`src/rtl/casc_pkg.sv`:
```
// Package: shared types for the cascade identifier unit.
// Assumes: acknowledge sequences consist of exactly two low pulses.
package casc_pkg;
    typedef enum logic [1:0] {
        SEQ_IDLE = 2'd0,
        SEQ_P1   = 2'd1,
        SEQ_GAP  = 2'd2,
        SEQ_P2   = 2'd3
    } seq_t;
endpackage

```
`src/rtl/casc_role.sv`:
```
// Module: casc_role
// Decides master or slave role and produces the buffer-enable pin behaviour.
// Assumes: configuration inputs are static outside acknowledge sequences.
module casc_role (
    input  logic buf_mode,
    input  logic buf_master,
    input  logic sp_pin_in,
    input  logic rd_drive,
    input  logic vec_en,
    output logic is_master,
    output logic en_n,
    output logic en_oe
);
    // Role source: configuration bit when buffered, strap pin otherwise.
    always_comb begin
        is_master = buf_mode ? buf_master : sp_pin_in;
    end

    // Pin direction and active-low buffer enable while driving the data bus.
    always_comb begin
        en_oe = buf_mode;
        en_n  = ~(buf_mode & (rd_drive | vec_en));
    end
endmodule

```
`src/rtl/casc_seq.sv`:
```
// Module: casc_seq
// Tracks the two-pulse acknowledge sequence and latches the granted level
// on the first falling pulse.
// Assumes: ack_n is synchronous to clk.
module casc_seq #(
    parameter int ID_W = 3
) (
    input  logic              clk,
    input  logic              rst_n,
    input  logic              ack_n,
    input  logic [ID_W-1:0]   ack_level,
    output casc_pkg::seq_t    state,
    output logic [ID_W-1:0]   level_q
);
    import casc_pkg::*;

    seq_t state_nxt;

    // Next phase of the acknowledge sequence.
    always_comb begin
        state_nxt = state;
        unique case (state)
            SEQ_IDLE: if (!ack_n) state_nxt = SEQ_P1;
            SEQ_P1:   if (ack_n)  state_nxt = SEQ_GAP;
            SEQ_GAP:  if (!ack_n) state_nxt = SEQ_P2;
            SEQ_P2:   if (ack_n)  state_nxt = SEQ_IDLE;
            default:  state_nxt = SEQ_IDLE;
        endcase
    end

    // Phase register and level capture at sequence start.
    always_ff @(posedge clk) begin
        if (!rst_n) begin
            state   <= SEQ_IDLE;
            level_q <= '0;
        end else begin
            state <= state_nxt;
            if (state == SEQ_IDLE && !ack_n) level_q <= ack_level;
        end
    end
endmodule

```
`src/rtl/casc_master_drv.sv`:
```
// Module: casc_master_drv
// Master side: looks up the attachment map for the latched level and
// drives the identifier on the cascade lines during the sequence.
// Assumes: slave identifier equals the master input it hangs on.
module casc_master_drv #(
    parameter int ID_W   = 3,
    parameter int LEVELS = 1 << ID_W
) (
    input  logic              is_master,
    input  logic              single_mode,
    input  logic [LEVELS-1:0] slave_map,
    input  casc_pkg::seq_t    state,
    input  logic [ID_W-1:0]   level_q,
    output logic              hit,
    output logic [ID_W-1:0]   cas_out,
    output logic              cas_oe
);
    import casc_pkg::*;

    logic [LEVELS-1:0] sel;

    // One decode term per level: attached and currently acknowledged.
    for (genvar g = 0; g < LEVELS; g++) begin : g_lvl
        assign sel[g] = slave_map[g] & (level_q == ID_W'(g));
    end

    // Drive window from first pulse through second pulse.
    always_comb begin
        hit     = |sel;
        cas_oe  = is_master & ~single_mode & hit & (state != SEQ_IDLE);
        cas_out = cas_oe ? level_q : '0;
    end
endmodule

```
`src/rtl/casc_slave_cmp.sv`:
```
// Module: casc_slave_cmp
// Slave side: registers the cascade lines and compares with own identifier.
// Assumes: the master holds the lines stable before the second pulse.
module casc_slave_cmp #(
    parameter int ID_W = 3
) (
    input  logic            clk,
    input  logic            rst_n,
    input  logic [ID_W-1:0] cas_in,
    input  logic [ID_W-1:0] own_id,
    output logic            match
);
    logic [ID_W-1:0] cas_q;
    logic [ID_W-1:0] eq_bits;

    // Capture register for the incoming cascade lines.
    always_ff @(posedge clk) begin
        if (!rst_n) cas_q <= '0;
        else        cas_q <= cas_in;
    end

    // Bitwise equality terms reduced to a single match.
    for (genvar b = 0; b < ID_W; b++) begin : g_bit
        assign eq_bits[b] = ~(cas_q[b] ^ own_id[b]);
    end

    always_comb match = &eq_bits;
endmodule

```
`src/rtl/casc_id_unit.sv`:
```
// Module: casc_id_unit (top)
// Cascade identifier driver and comparator for chained interrupt controllers.
// Assumes: ack_n, cas_in and configuration are synchronous to clk.
module casc_id_unit #(
    parameter int ID_W   = 3,
    parameter int LEVELS = 1 << ID_W
) (
    input  logic              clk,
    input  logic              rst_n,
    input  logic              sp_pin_in,
    input  logic              buf_mode,
    input  logic              buf_master,
    input  logic              single_mode,
    input  logic [LEVELS-1:0] slave_map,
    input  logic [ID_W-1:0]   own_id,
    input  logic              ack_n,
    input  logic [ID_W-1:0]   ack_level,
    input  logic              rd_drive,
    input  logic [ID_W-1:0]   cas_in,
    output logic [ID_W-1:0]   cas_out,
    output logic              cas_oe,
    output logic              vec_en,
    output logic              en_n,
    output logic              en_oe
);
    import casc_pkg::*;

    seq_t            state;
    logic [ID_W-1:0] level_q;
    logic            role_master;
    logic            hit;
    logic            match;

    casc_seq #(.ID_W(ID_W)) u_seq (
        .clk(clk), .rst_n(rst_n), .ack_n(ack_n), .ack_level(ack_level),
        .state(state), .level_q(level_q)
    );

    casc_master_drv #(.ID_W(ID_W), .LEVELS(LEVELS)) u_mdrv (
        .is_master(role_master), .single_mode(single_mode),
        .slave_map(slave_map), .state(state), .level_q(level_q),
        .hit(hit), .cas_out(cas_out), .cas_oe(cas_oe)
    );

    casc_slave_cmp #(.ID_W(ID_W)) u_scmp (
        .clk(clk), .rst_n(rst_n), .cas_in(cas_in), .own_id(own_id),
        .match(match)
    );

    casc_role u_role (
        .buf_mode(buf_mode), .buf_master(buf_master), .sp_pin_in(sp_pin_in),
        .rd_drive(rd_drive), .vec_en(vec_en),
        .is_master(role_master), .en_n(en_n), .en_oe(en_oe)
    );

    // Responder choice during the second pulse: exactly one device in chain.
    always_comb begin
        vec_en = (state == SEQ_P2) &
                 (single_mode | (role_master ? ~hit : match));
    end
endmodule

```
`config.mk`:
```
export PLATFORM = sky130hd
export DESIGN_NAME = casc_id_unit
export DESIGN_NICKNAME = d
export VERILOG_FILES = /design/src/rtl/casc_pkg.sv /design/src/rtl/casc_role.sv /design/src/rtl/casc_seq.sv /design/src/rtl/casc_master_drv.sv /design/src/rtl/casc_slave_cmp.sv /design/src/rtl/casc_id_unit.sv
export SDC_FILE = /design/constraint.sdc
export NUM_CORES = 1
export LEC_CHECK = 0
export CAP_MARGIN = 25
export CORE_MARGIN = 2
export CORE_UTILIZATION = 33
export DETAILED_ROUTE_END_ITERATION = 8
export PLACE_DENSITY = 0.73
export SLEW_MARGIN = 10
export SYNTH_ARGS = -nofsm -noshare
export SYNTH_HDL_FRONTEND = slang
export SYNTH_SLANG_ARGS = --single-unit
```
`constraint.sdc`:
```
create_clock -name clk -period 1.47 [get_ports clk]
set_clock_uncertainty 0.1 [all_clocks]
set_input_delay 0.147 -clock clk [delete_from_list [all_inputs] [get_ports clk]]
set_output_delay 0.147 -clock clk [all_outputs]
set_load 0.1 [all_outputs]
```
# Word level (Yosys, flattened, before mapping)
# Index checks and enable logic that the tools add are counted.
dict set report op_classes {
  n_reduce_logical 8
  n_eq_ne 14
  mux 8
  n_bitwise 24
}
# op count
set ops {}
lappend ops {{$and 1x1->1} 13}
lappend ops {{$eq 3x3->1 const B} 4}
lappend ops {{$mux 2} 4}
lappend ops {{$ne 2x2->1 const B} 4}
lappend ops {{$pmux 2 s4} 1}
lappend ops {{$reduce_or 8->1} 1}
lappend ops {{$eq 3x2->1 const B} 2}
lappend ops {{$not 1->1} 6}
lappend ops {{$eq 2x2->1 const B} 2}
lappend ops {{$reduce_and 4->1} 1}
lappend ops {{$eq 3x1->1 const B} 1}
lappend ops {{$logic_not 3->1} 1}
lappend ops {{$mux 3} 1}
lappend ops {{$reduce_and 3->1} 1}
lappend ops {{$xor 1x1->1} 3}
lappend ops {{$eq 2x1->1 const B} 1}
lappend ops {{$logic_not 2->1} 1}
lappend ops {{$mux 1} 2}
lappend ops {{$or 1x1->1} 2}
lappend ops {{$reduce_bool 2->1} 1}
lappend ops {{$logic_and 1x1->1} 1}
lappend ops {{$logic_not 1->1} 1}
dict set report totals {
  wordCells 57
  out_inout_bits 7
  inputBits 25
  regBits 8
}

# Depth between registers and ports, before layout
# Gate-level depths: netlist (run 1).
dict set report logic_depth {
  depth_word 10
  ltp_mapped 6
  depth_no_buf 6
}

# Modules after synthesis
# A second synthesis (run 1) with hierarchy kept.
dict set report unflattened {
  hier_cells 63
  area_unflattened_um2 591.8
}
# module cells_per_inst seq_area_each_um2 area_each_um2 instances
set modules_own_cells {}
lappend modules_own_cells {casc_seq 28 100.1 282.8 1}
lappend modules_own_cells {casc_master_drv 19 0.0 143.9 1}
lappend modules_own_cells {casc_slave_cmp 10 60.1 115.1 1}
lappend modules_own_cells {casc_role 3 0.0 27.5 1}
lappend modules_own_cells {casc_id_unit 3 0.0 22.5 1}

# Worst setup path before layout (run 1)
# Ideal clock, no wire load.
dict set report synth_timing {
  path_type {register to output}
  startpoint {register u_seq.state[0]}
  endpoint {output port cas_out[0]}
  path_buffers 0
  arrival_time_ns 2.708
  stages_incl_launch_ff 5
  slack_ns -1.485
  path_cell_list {dfxtp_1 > inv_1 > ha_1 > nor4_4 > and2_1}
}
dict set report synth_via {
  elab_chain_len 3
}
# element line_no
set synth_lines {}
lappend synth_lines {{start: declaration} casc_seq.sv:12} ;# output casc_pkg::seq_t state,
lappend synth_lines {{start signal: assignment} casc_seq.sv:37} ;# state <= state_nxt;
lappend synth_lines {{$reduce_bool 2->1} casc_master_drv.sv:30} ;# cas_oe = is_master & ~single_mode & hit & (state != SEQ_IDLE);
lappend synth_lines {{$and 1x1->1} casc_master_drv.sv:30}
lappend synth_lines {{net cas_oe} casc_id_unit.sv:21} ;# output logic cas_oe,
lappend synth_lines {{$mux 3} casc_master_drv.sv:31} ;# cas_out = cas_oe ? level_q : '0;
lappend synth_lines {{end: declaration} casc_id_unit.sv:20} ;# output logic [ID_W-1:0] cas_out,
# The timed path passes the listed nets, and every way through them passes these cells.

# Final worst setup path (run 1)
dict set report layout_timing {
  startpoint {register u_seq.level_q[2]}
  endpoint {output port cas_out[2]}
}
dict set report layout_via {
  elab_chain_len 6
  word_cells_on_any_way 20
}
# element line_no
set layout_lines {}
lappend layout_lines {{start: declaration} casc_seq.sv:13} ;# output logic [ID_W-1:0] level_q
lappend layout_lines {{start signal: assignment} casc_seq.sv:38} ;# if (state == SEQ_IDLE && !ack_n) level_q <= ack_level;
lappend layout_lines {{$eq 3x1->1 (tied with other cells)} casc_master_drv.sv:24} ;# assign sel[g] = slave_map[g] & (level_q == ID_W'(g));
lappend layout_lines {{$and 1x1->1} casc_master_drv.sv:24}
lappend layout_lines {{$reduce_or 8->1} casc_master_drv.sv:29} ;# hit = |sel;
lappend layout_lines {{$and 1x1->1 (2 in a row)} casc_master_drv.sv:30}
lappend layout_lines {{$mux 3 *} casc_master_drv.sv:31}
# Mark *: on every way between the ends. The rest lies on a longest branch, timed or not.

==> results of run 1 <==
==> layout make-up <==
class	count	area [um^2]
Tap cell	17	21.27
Multi-Input combinational cell	46	422.9
Sequential cell	8	166.4
Timing Repair Buffer	44	491.7
Inverter	3	11.26
Fill cell	137	553.0
Clock buffer	3	22.52
==> state kept, by name, indices dropped and copies added (netlist names) <==
signal,cells
u_scmp.cas_q,3
u_seq.state,2
u_seq.level_q,3
==> final timing paths <==
check	startpoint	end	slack [ns]	depth (start not counted)
hold / removal	cas_in[1]	u_scmp.cas_q[1]	0.38	2
setup / recovery	u_seq.level_q[2]	cas_out[2]	-0.50	6
hold reg to reg	u_seq.level_q[0]	u_seq.level_q[0]	0.45	2
setup reg to reg	u_seq.state[1]	u_seq.level_q[2]	0	7
==> layout by cell type, fill, tap and decap left out, types with 3 or more instances in the layout <==
cell / n
clkdlybuf4s50_1: 23
buf_4: 10
mux2i_1: 7
buf_12: 7
nor2b_1: 5
dfxtp_1: 5
nor2_1: 3
and2_4: 3
inv_1: 3
xor2_1: 3
and2_1: 3
ha_1: 3
clkbuf_4: 3
buf_6: 3
==> timing repair <==
item                                    4_1_cts  5_1_grt
gates cloned                                  0        0
hold buffers                                  0        0
pin swaps                                     3        4
buffers inserted                              0        0
gates resized for setup                       7        6
endpoints found under the setup margin       10       10
==> cells by family after synthesis <==
family,count (synthesis),share of synthesized area [%]
compound gates,9,14.25
fa+ha+maj,4,8.640
mux,9,15.98
buf+inv,5,5.184
xor+xnor,3,4.536
flops,8,27.65
simple gates,21,23.76
==> critical path, delay by kind of cell, from the launching register on <==
kind | cells | cell delay [ns]
AOI/OAI and AO/OA | 1 | 0.27
buffers and inverters | 2 | 0.29
DFF | 1 | 0.32
and+or+nand+nor | 3 | 0.58
==> power by group through the flow <==
| stage | Combinational (mW) | Clock (mW) | Sequential, mW |
|---|---|---|---|
| 2_1_floorplan | 0.283 | 0 | 0.275 |
| 3_3_place_gp | 0.506 | 0 | 0.272 |
| 3_5_place_dp | 0.523 | 0 | 0.274 |
| 4_1_cts | 0.544 | 0.167 | 0.271 |
| 5_1_grt | 0.588 | 0.173 | 0.275 |
| 6_report | 0.547 | 0.156 | 0.272 |
==> per-stage QoR <==
stage          setup WS (ns)  cell area [um^2]  power, mW
2_1_floorplan         -1.121             595.6     0.5572
6_report             -0.4979              1136     0.9758
4_1_cts              -0.5198              1121     0.9828
5_1_grt              -0.5790              1136      1.035
3_5_place_dp         -0.5056              1076     0.7972
3_3_place_gp         -0.4925              1076     0.7780
==> routing by layer <==
layer	vias to the layer above	wire [um]	share of wire, %	GRT usage, %
li1	293	-	-	-
met4	0	6	0.46	8.571
met5	-	0	0	0
met1	242	523	40	12.62
met3	2	95	7.2	1.587
met2	22	687	52	24.44
==> metrics.txt, run 1 <==
status finished, violations left; failing checks negative setup slack; Antenna Cells 0; Worst path slowest cell dfxtp_2; Clock power frac 16.0%; Pre-antenna DRT Iters 1; die width 45.90 um; DRC viols 0; CP arrival 1.72 ns; Slew Limit Headroom 80.32%; Vias/cell 4.620; Placer Congestion 0.6577; main area contributors after synthesis dfxtp_1, mux2i_1, ha_1, and2_1, nor2b_1; Post-synth EDFFs 0; CP max stage delay 0.32 ns; VDD IR max 526.4 uV; Synth Area per Inst 9.819 um^2; row count 15; CTS root buffer clkbuf_4; WHS 0.3839 ns; drt total wl 1313 um; first-pass GRT wire length 1925 um; IO buf count 31; Critical Path RT 1.22 ns; Seq pwr share 27.9%; Num CTS Buffers 3; Core Region 1689 um^2; Sw Ratio 33.80%; fin nets 135; die area 2107 um^2; initial antenna violation count 0; final-report max-slew violation count 0; Layout Cells excl Fill 121; CP Launch Type register; P_int 0.6460 mW; top cell type's share of synthesized area 27.65%; Mapped Area 579.3 um^2; area leader, netlist dfxtp_1; Mapped Cells 59; Final Hold Vio Count 0; RSZ-0062 raised after global routing true; critical path peak fanout 4; final worst path period need 1.968 ns; LEAKAGE 0.4813 nW; Post-synth ARST share 0%; flops & latches, synth 8; main flop type after synthesis dfxtp_1; boundary pin count 32; Initial Util 34.30%; Seq/Total Area, Yosys 27.65%; Total GRT Usage 12.88%; vias in the first global route 539; post-detail-place hpwl 1124 um; most common cell in the netlist dfxtp_1; setup_tns -2.860 ns; CP Class reg2out; Final WS setup -0.4979 ns; Synth Warn # 0; layout cells sized above 1 36.54%; initial DRC count 0; H-tree lvl count 1; post-route ant nets 0; Worst Hold Class in2reg; synth unique cells 26; Syn Nets 88; DR WL/cell 10.85 um; Combinational Power Share 56.1%; final setup violation count 7; Final period util 133.9%; Layout area overhead 96.11%; clock buffer depth 2; Skew-Pair Late Insertion Delay 0.25 ns; Die Span Y 45.90 um; clock sink count 8; vias 559; Power per Cell Area 858.9 nW/um^2; CTS clk-pin slew, worst paths 0.05 ns; Synth top cells by count dfxtp_1, mux2i_1, and2_1; max_cap viols 0; post-placement cell count 118; Core Util, Final 67.26%; CTS tree done; largest net degree at the start of global routing 9; sw power 0.3298 mW; Tightest Pin Transition 0.2907 ns; ordered cell list for the critical path and2b_1 > a22o_1 > buf_6 > nor4_4 > and2_4 > buf_12; Achievable Freq 508.1 MHz; total grt overflow 0; nature of the critical path endpoint primary output
Power figures use the tool's default switching activity.
==> inputs of run 2 (changes only) <==
Settings changed: REMOVE_ABC_BUFFERS set to 1.
==> run 2 against run 1 <==
  * The run still ends with negative setup slack left
  * Clock-buffer cell count did not move
  * Clock power rose by 10%
  * Wire length rose by 18%
  * Fmax rose by 0.19%
  * Die area did not move
  * Sequential share of layout area rose by 0.22 points
  * Setup slack improved by 0.0037 ns
  * Largest cell class unchanged
  * Largest power group unchanged
==> metrics.txt, run 2 (synthesis gave the netlist of run 1 again) <==
WHS 0.3694 ns (was 0.3839 ns); biggest regs u_scmp.cas_q (3), u_seq.level_q (3), u_seq.state (2) (unchanged); CP Launch Type register (unchanged); Final Hold Vio Count 0 (unchanged); Total GRT Usage 16.22% (was 12.88%); Num CTS Buffers 3 (unchanged); post-placement cell count 116 (was 118); Tightest Pin Transition 0.3249 ns (was 0.2907 ns); drt total wl 1548 um (was 1313 um); CTS hold repair buffers 0 (unchanged); initial DRC count 4 (was 0); vias 583 (was 559); Antenna Cells 0 (unchanged); commonest cells after routing, fill and taps aside clkdlybuf4s50_1, buf_4, mux2i_1, buf_12, nor2b_1 (was clkdlybuf4s50_1, buf_4, mux2i_1, buf_12); nature of the critical path endpoint primary output (unchanged); total grt overflow 0 (unchanged); Vias/cell 4.858 (was 4.620); Initial Util 34.30% (unchanged); IO buf count 31 (unchanged); leading cell type in the layout, fill and taps excluded clkdlybuf4s50_1 (unchanged); Worst Hold Depth 2 (unchanged); Final WS setup -0.4943 ns (was -0.4979 ns); r2r setup slk 0.09 ns (was 0 ns); Hold Path End u_scmp.cas_q[2] (was u_scmp.cas_q[1]); clock sink count 8 (unchanged); reg-to-reg critical path startpoint u_seq.state[1] (unchanged); first-pass GRT wire length 2408 um (was 1925 um); Die Span Y 45.90 um (unchanged); boundary pin count 32 (unchanged); CTS clk-pin slew, worst paths 0.06 ns (was 0.05 ns); FF-to-FF path depth 7 (unchanged); CP arrival 1.72 ns (about the same); Achievable Freq 509.1 MHz (was 508.1 MHz); critical path peak fanout 5 (was 4); CTS tree done (unchanged); r2r endpoint u_seq.state[1] (was u_seq.level_q[2]); final setup violation count 6 (was 7); row count 15 (unchanged); power consumption 1.009 mW (was 0.9758 mW); layout cells sized above 1 40.78% (was 36.54%); CTS root buffer clkbuf_4 (unchanged); hold_sp cas_in[2] (was cas_in[1]); Slew Limit Headroom 78.00% (was 80.32%); Worst Hold Class in2reg (unchanged); LEAKAGE 0.4745 nW (was 0.4813 nW); Placer Congestion 0.8526 (was 0.6577); RSZ-0062 raised after global routing true (unchanged); Power per Cell Area 888.3 nW/um^2 (was 858.9 nW/um^2); DRC viols 0 (unchanged); Pre-antenna DRT Iters 3 (was 1); H-tree lvl count 1 (unchanged); failing checks negative setup slack (unchanged); Layout Cells excl Fill 120 (was 121); post-route ant nets 0 (unchanged); placement-stage worst setup slack -0.5526 ns (was -0.5056 ns); status finished, violations left (unchanged); fin nets 134 (was 135); Skew-Pair Late Insertion Delay 0.26 ns (was 0.25 ns); die width 45.90 um (unchanged); largest net degree at the start of global routing 9 (unchanged); DR WL/cell 12.90 um (was 10.85 um); max_cap viols 0 (unchanged); Core Region 1689 um^2 (unchanged); Critical Path RT 1.22 ns (about the same); die area 2107 um^2 (unchanged); initial antenna violation count 0 (unchanged); CP Class reg2out (unchanged); clock buffer depth 2 (unchanged); Final period util 133.6% (was 133.9%); Layout area overhead 96.11% (unchanged); final worst path period need 1.964 ns (was 1.968 ns); VDD IR max 574.4 uV (was 526.4 uV); post-detail-place hpwl 1300 um (was 1124 um); final-report max-slew violation count 0 (unchanged); vias in the first global route 572 (was 539)
-- run 2: power by group --
part	total [mW]	leakage (nW)	switching [mW]	internal [mW]
Sequential	0.281	0.0683	0.0275	0.253
Clock	0.172	0.0138	0.0786	0.0937
Combinational	0.556	0.392	0.249	0.307
Total	1.01	0.475	0.355	0.654
-- run 2: worst max-delay path by stage --
| stage | slack, ns | cells past startpoint | from | end |
|---|---|---|---|---|
| 2_1_floorplan | -1.49 | 4 | u_seq.state[0] | cas_out[0] |
| 3_3_place_gp | -0.49 | 6 | buf_mode | cas_out[1] |
| 3_5_place_dp | -0.55 | 6 | own_id[0] | vec_en |
| 4_1_cts | -0.50 | 5 | u_seq.level_q[2] | en_n |
| 5_1_grt | -0.54 | 5 | u_seq.level_q[2] | en_n |
| 6_report | -0.49 | 5 | u_seq.level_q[2] | en_n |
-- run 2: layout make-up --
type / count / area [um^2]
inverters: 3 / 11.26
multi-input cells: 46 / 441.7
clock buffers: 3 / 22.52
flip-flops and latches: 8 / 168.9
well taps: 17 / 21.27
fillers: 130 / 553.0
repair buffers: 43 / 470.5
-- run 2: what timing repair did --
action,in CTS,in global routing
hold endpoints to repair,0,0
gates resized for setup,18,6
pin swaps,2,1
buffers inserted,1,0
endpoints found under the setup margin,8,11
-- run 2: critical path, stage by stage, from the launching register on --
cell and delay [ns]:
dfxtp_2 0.35, and2b_1 0.19, a22o_4 0.26, o311a_4 0.33
o21ai_4 0.14, buf_12 0.19
-- run 2: per-stage QoR --
step / instance area (um^2) / setup TNS (ns) / util (%)
after floorplan: 560.5 / -6.094 / -
after global placement: 1045 / -2.851 / 61.85
after detailed placement: 1045 / -3.108 / 61.85
after CTS: 1119 / -2.866 / 66.22
after global routing: 1136 / -3.078 / 67.26
final: 1136 / -2.719 / 67.26
-- run 2: routing by layer --
layer | vias up | routed length, um | global-route usage [%]
met5 | - | 0 | 0
met4 | 0 | 15 | 9.143
met3 | 2 | 116 | 3.968
met1 | 265 | 595 | 15.60
met2 | 26 | 821 | 30.56
li1 | 290 | - | -
==> inputs of run 3 (changes only) <==
Settings changed: PLACE_DENSITY 0.73 to unset, PLACE_DENSITY_LB_ADDON set to 0.08.
==> run 3 against run 2 <==
  * The run still ends with negative setup slack left
  * Cell count stayed put
  * Global-route usage is 1.1 points lower
  * Design area is 0.77% lower
  * Wire length is 11% lower
  * Non-clock buffer count stayed put
  * Sequential power is 2% lower
  * Critical path type unchanged
  * Critical path depth stayed put
  * Flip-flop and latch count stayed put
  * Clock power hardly changed
==> metrics.txt, run 3 (synthesis gave the netlist of run 1 again) <==
Total GRT Usage 15.15% (was 16.22%); Seq pwr share 28.3% (was 27.8%); max_cap viols 0 (unchanged); fin nets 134 (unchanged); Vias/cell 4.608 (was 4.858); H-tree lvl count 1 (unchanged); biggest regs u_scmp.cas_q (3), u_seq.level_q (3), u_seq.state (2) (unchanged); vias in the first global route 543 (was 572); WL met2 768 um (was 821 um); CP arrival 1.73 ns (was 1.72 ns); met3 routed WL 106 um (was 116 um); Antenna Cells 0 (unchanged); Critical Path RT 1.22 ns (about the same); Die Span Y 45.90 um (unchanged); commonest cells after routing, fill and taps aside clkdlybuf4s50_1, buf_4, mux2i_1, buf_12, dfxtp_1 (was clkdlybuf4s50_1, buf_4, mux2i_1, buf_12, nor2b_1); final worst path period need 1.973 ns (was 1.964 ns); Slew Limit Headroom 78.30% (was 78.00%); final-report max-slew violation count 0 (unchanged); DR WL/cell 11.50 um (was 12.90 um); LEAKAGE 0.4668 nW (was 0.4745 nW); Power per Cell Area 862.4 nW/um^2 (was 888.3 nW/um^2); first-pass GRT wire length 2180 um (was 2408 um); Layout area overhead 94.60% (was 96.11%); postcts setup bufs 0 (was 1); Core Region 1689 um^2 (unchanged); Clock power frac 17.3% (was 17.1%); Max Used Layer met3 (was met4); clock buffer depth 2 (unchanged); Skew-Pair Late Insertion Delay 0.25 ns (was 0.26 ns); IO buf count 31 (unchanged); Tightest Pin Transition 0.3204 ns (was 0.3249 ns); Fillers 151 (was 130); CTS root buffer clkbuf_4 (unchanged); largest net degree at the start of global routing 9 (unchanged); Sw Ratio 34.61% (was 35.22%); status finished, violations left (unchanged); Final period util 134.2% (was 133.6%); sw power 0.3365 mW (was 0.3554 mW); nature of the critical path endpoint primary output (unchanged); initial DRC count 0 (was 4); Final Hold Vio Count 0 (unchanged); CP Class reg2out (unchanged); Combinational Power Share 54.4% (was 55.1%); CTS hold repair buffers 0 (unchanged); final setup violation count 6 (unchanged); Achievable Freq 506.9 MHz (was 509.1 MHz); clock sink count 8 (unchanged); initial antenna violation count 0 (unchanged); CP Launch Type register (unchanged); P_int 0.6358 mW (was 0.6538 mW); Worst Hold Class in2reg (unchanged); DRC viols 0 (unchanged); total grt overflow 0 (unchanged); Final WS setup -0.5028 ns (was -0.4943 ns); post-detail-place hpwl 1193 um (was 1300 um); placement-stage worst setup slack -0.5171 ns (was -0.5526 ns); WL met1 506 um (was 595 um); Num CTS Buffers 3 (unchanged); Pre-antenna DRT Iters 1 (was 3); boundary pin count 32 (unchanged); leading cell type in the layout, fill and taps excluded clkdlybuf4s50_1 (unchanged); Placer Congestion 0.7239 (was 0.8526); setup_tns -2.635 ns (was -2.719 ns); die width 45.90 um (unchanged); failing checks negative setup slack (unchanged); VDD IR max 731.8 uV (was 574.4 uV); die area 2107 um^2 (unchanged); critical path peak fanout 5 (unchanged); CTS tree done (unchanged); post-route ant nets 0 (unchanged); Initial Util 34.30% (unchanged); row count 15 (unchanged); CTS clk-pin slew, worst paths 0.05 ns (was 0.06 ns); layout cells sized above 1 36.89% (was 40.78%); vias 553 (was 583); RSZ-0062 raised after global routing true (unchanged); drt total wl 1380 um (was 1548 um)
[run 3: cell types whose count changed in the layout (fill, tap and decap cells not counted)]
cell,delta
ha_1,-1
ha_2,+2
inv_2,-2
dlygate4sd2_1,-2
inv_1,+2
ha_4,-1
clkdlybuf4s50_1,+2
dfxtp_1,+3
dfxtp_2,-3
[run 3: routing by layer]
| metal | GRT usage [%] | up-vias |
|---|---|---|
| met1 | 14.56 | 246 |
| met5 | 0 | - |
| met4 | 6.857 | 0 |
| met2 | 27.78 | 18 |
| li1 | - | 289 |
| met3 | 5.952 | 0 |
[run 3: layout make-up]
cell class | instances | area [um^2] | share of cell area, %
multi-input combinational | 46 | 434.2 | 38.51
sequential | 8 | 165.2 | 14.65
timing repair buffer | 43 | 473.0 | 41.95
clock buffer | 3 | 22.52 | 1.998
tap | 17 | 21.27 | 1.887
inverter | 3 | 11.26 | 0.9989
[run 3: critical path, stage by stage, from the launching register on]
cell and delay, ns:
dfxtp_2 0.36, and2b_1 0.19, a22o_4 0.26, o311a_4 0.33, o21ai_4 0.15, buf_12 0.19
[run 3: power by group through the flow]
stage | combinational, mW | clock, mW | sequential (mW)
2_1_floorplan | 0.253 | 0 | 0.278
3_3_place_gp | 0.494 | 0 | 0.275
3_5_place_dp | 0.500 | 0 | 0.278
4_1_cts | 0.515 | 0.179 | 0.275
5_1_grt | 0.574 | 0.190 | 0.281
6_report | 0.529 | 0.169 | 0.275
[run 3: repair_timing]
action / 4_1_cts / 5_1_grt
pin swaps: 1 / 4
resized for setup: 11 / 6
endpoints found under the setup margin: 6 / 11
[run 3: path summary, 6_finish.rpt]
kind | from | end | slack [ns] | cells past startpoint
max | u_seq.level_q[2] | en_n | -0.50 | 5
min | cas_in[0] | u_scmp.cas_q[0] | 0.37 | 2
max reg2reg | u_seq.state[0] | u_seq.level_q[2] | 0.05 | 7
min reg2reg | u_seq.level_q[0] | u_seq.level_q[0] | 0.48 | 2
[run 3: stage by stage]
step	util, %	cells	hold slack [ns]	total power, mW	cell area [um^2]
6_report	66.74	120	0.3747	0.9722	1127
5_1_grt	66.74	120	0.3820	1.044	1127
4_1_cts	65.19	120	0.3645	0.9686	1101
3_5_place_dp	62.30	117	0.4719	0.7780	1052
3_3_place_gp	62.30	117	0.4649	0.7689	1052
2_1_floorplan	-	57	0.1687	0.5307	560.5
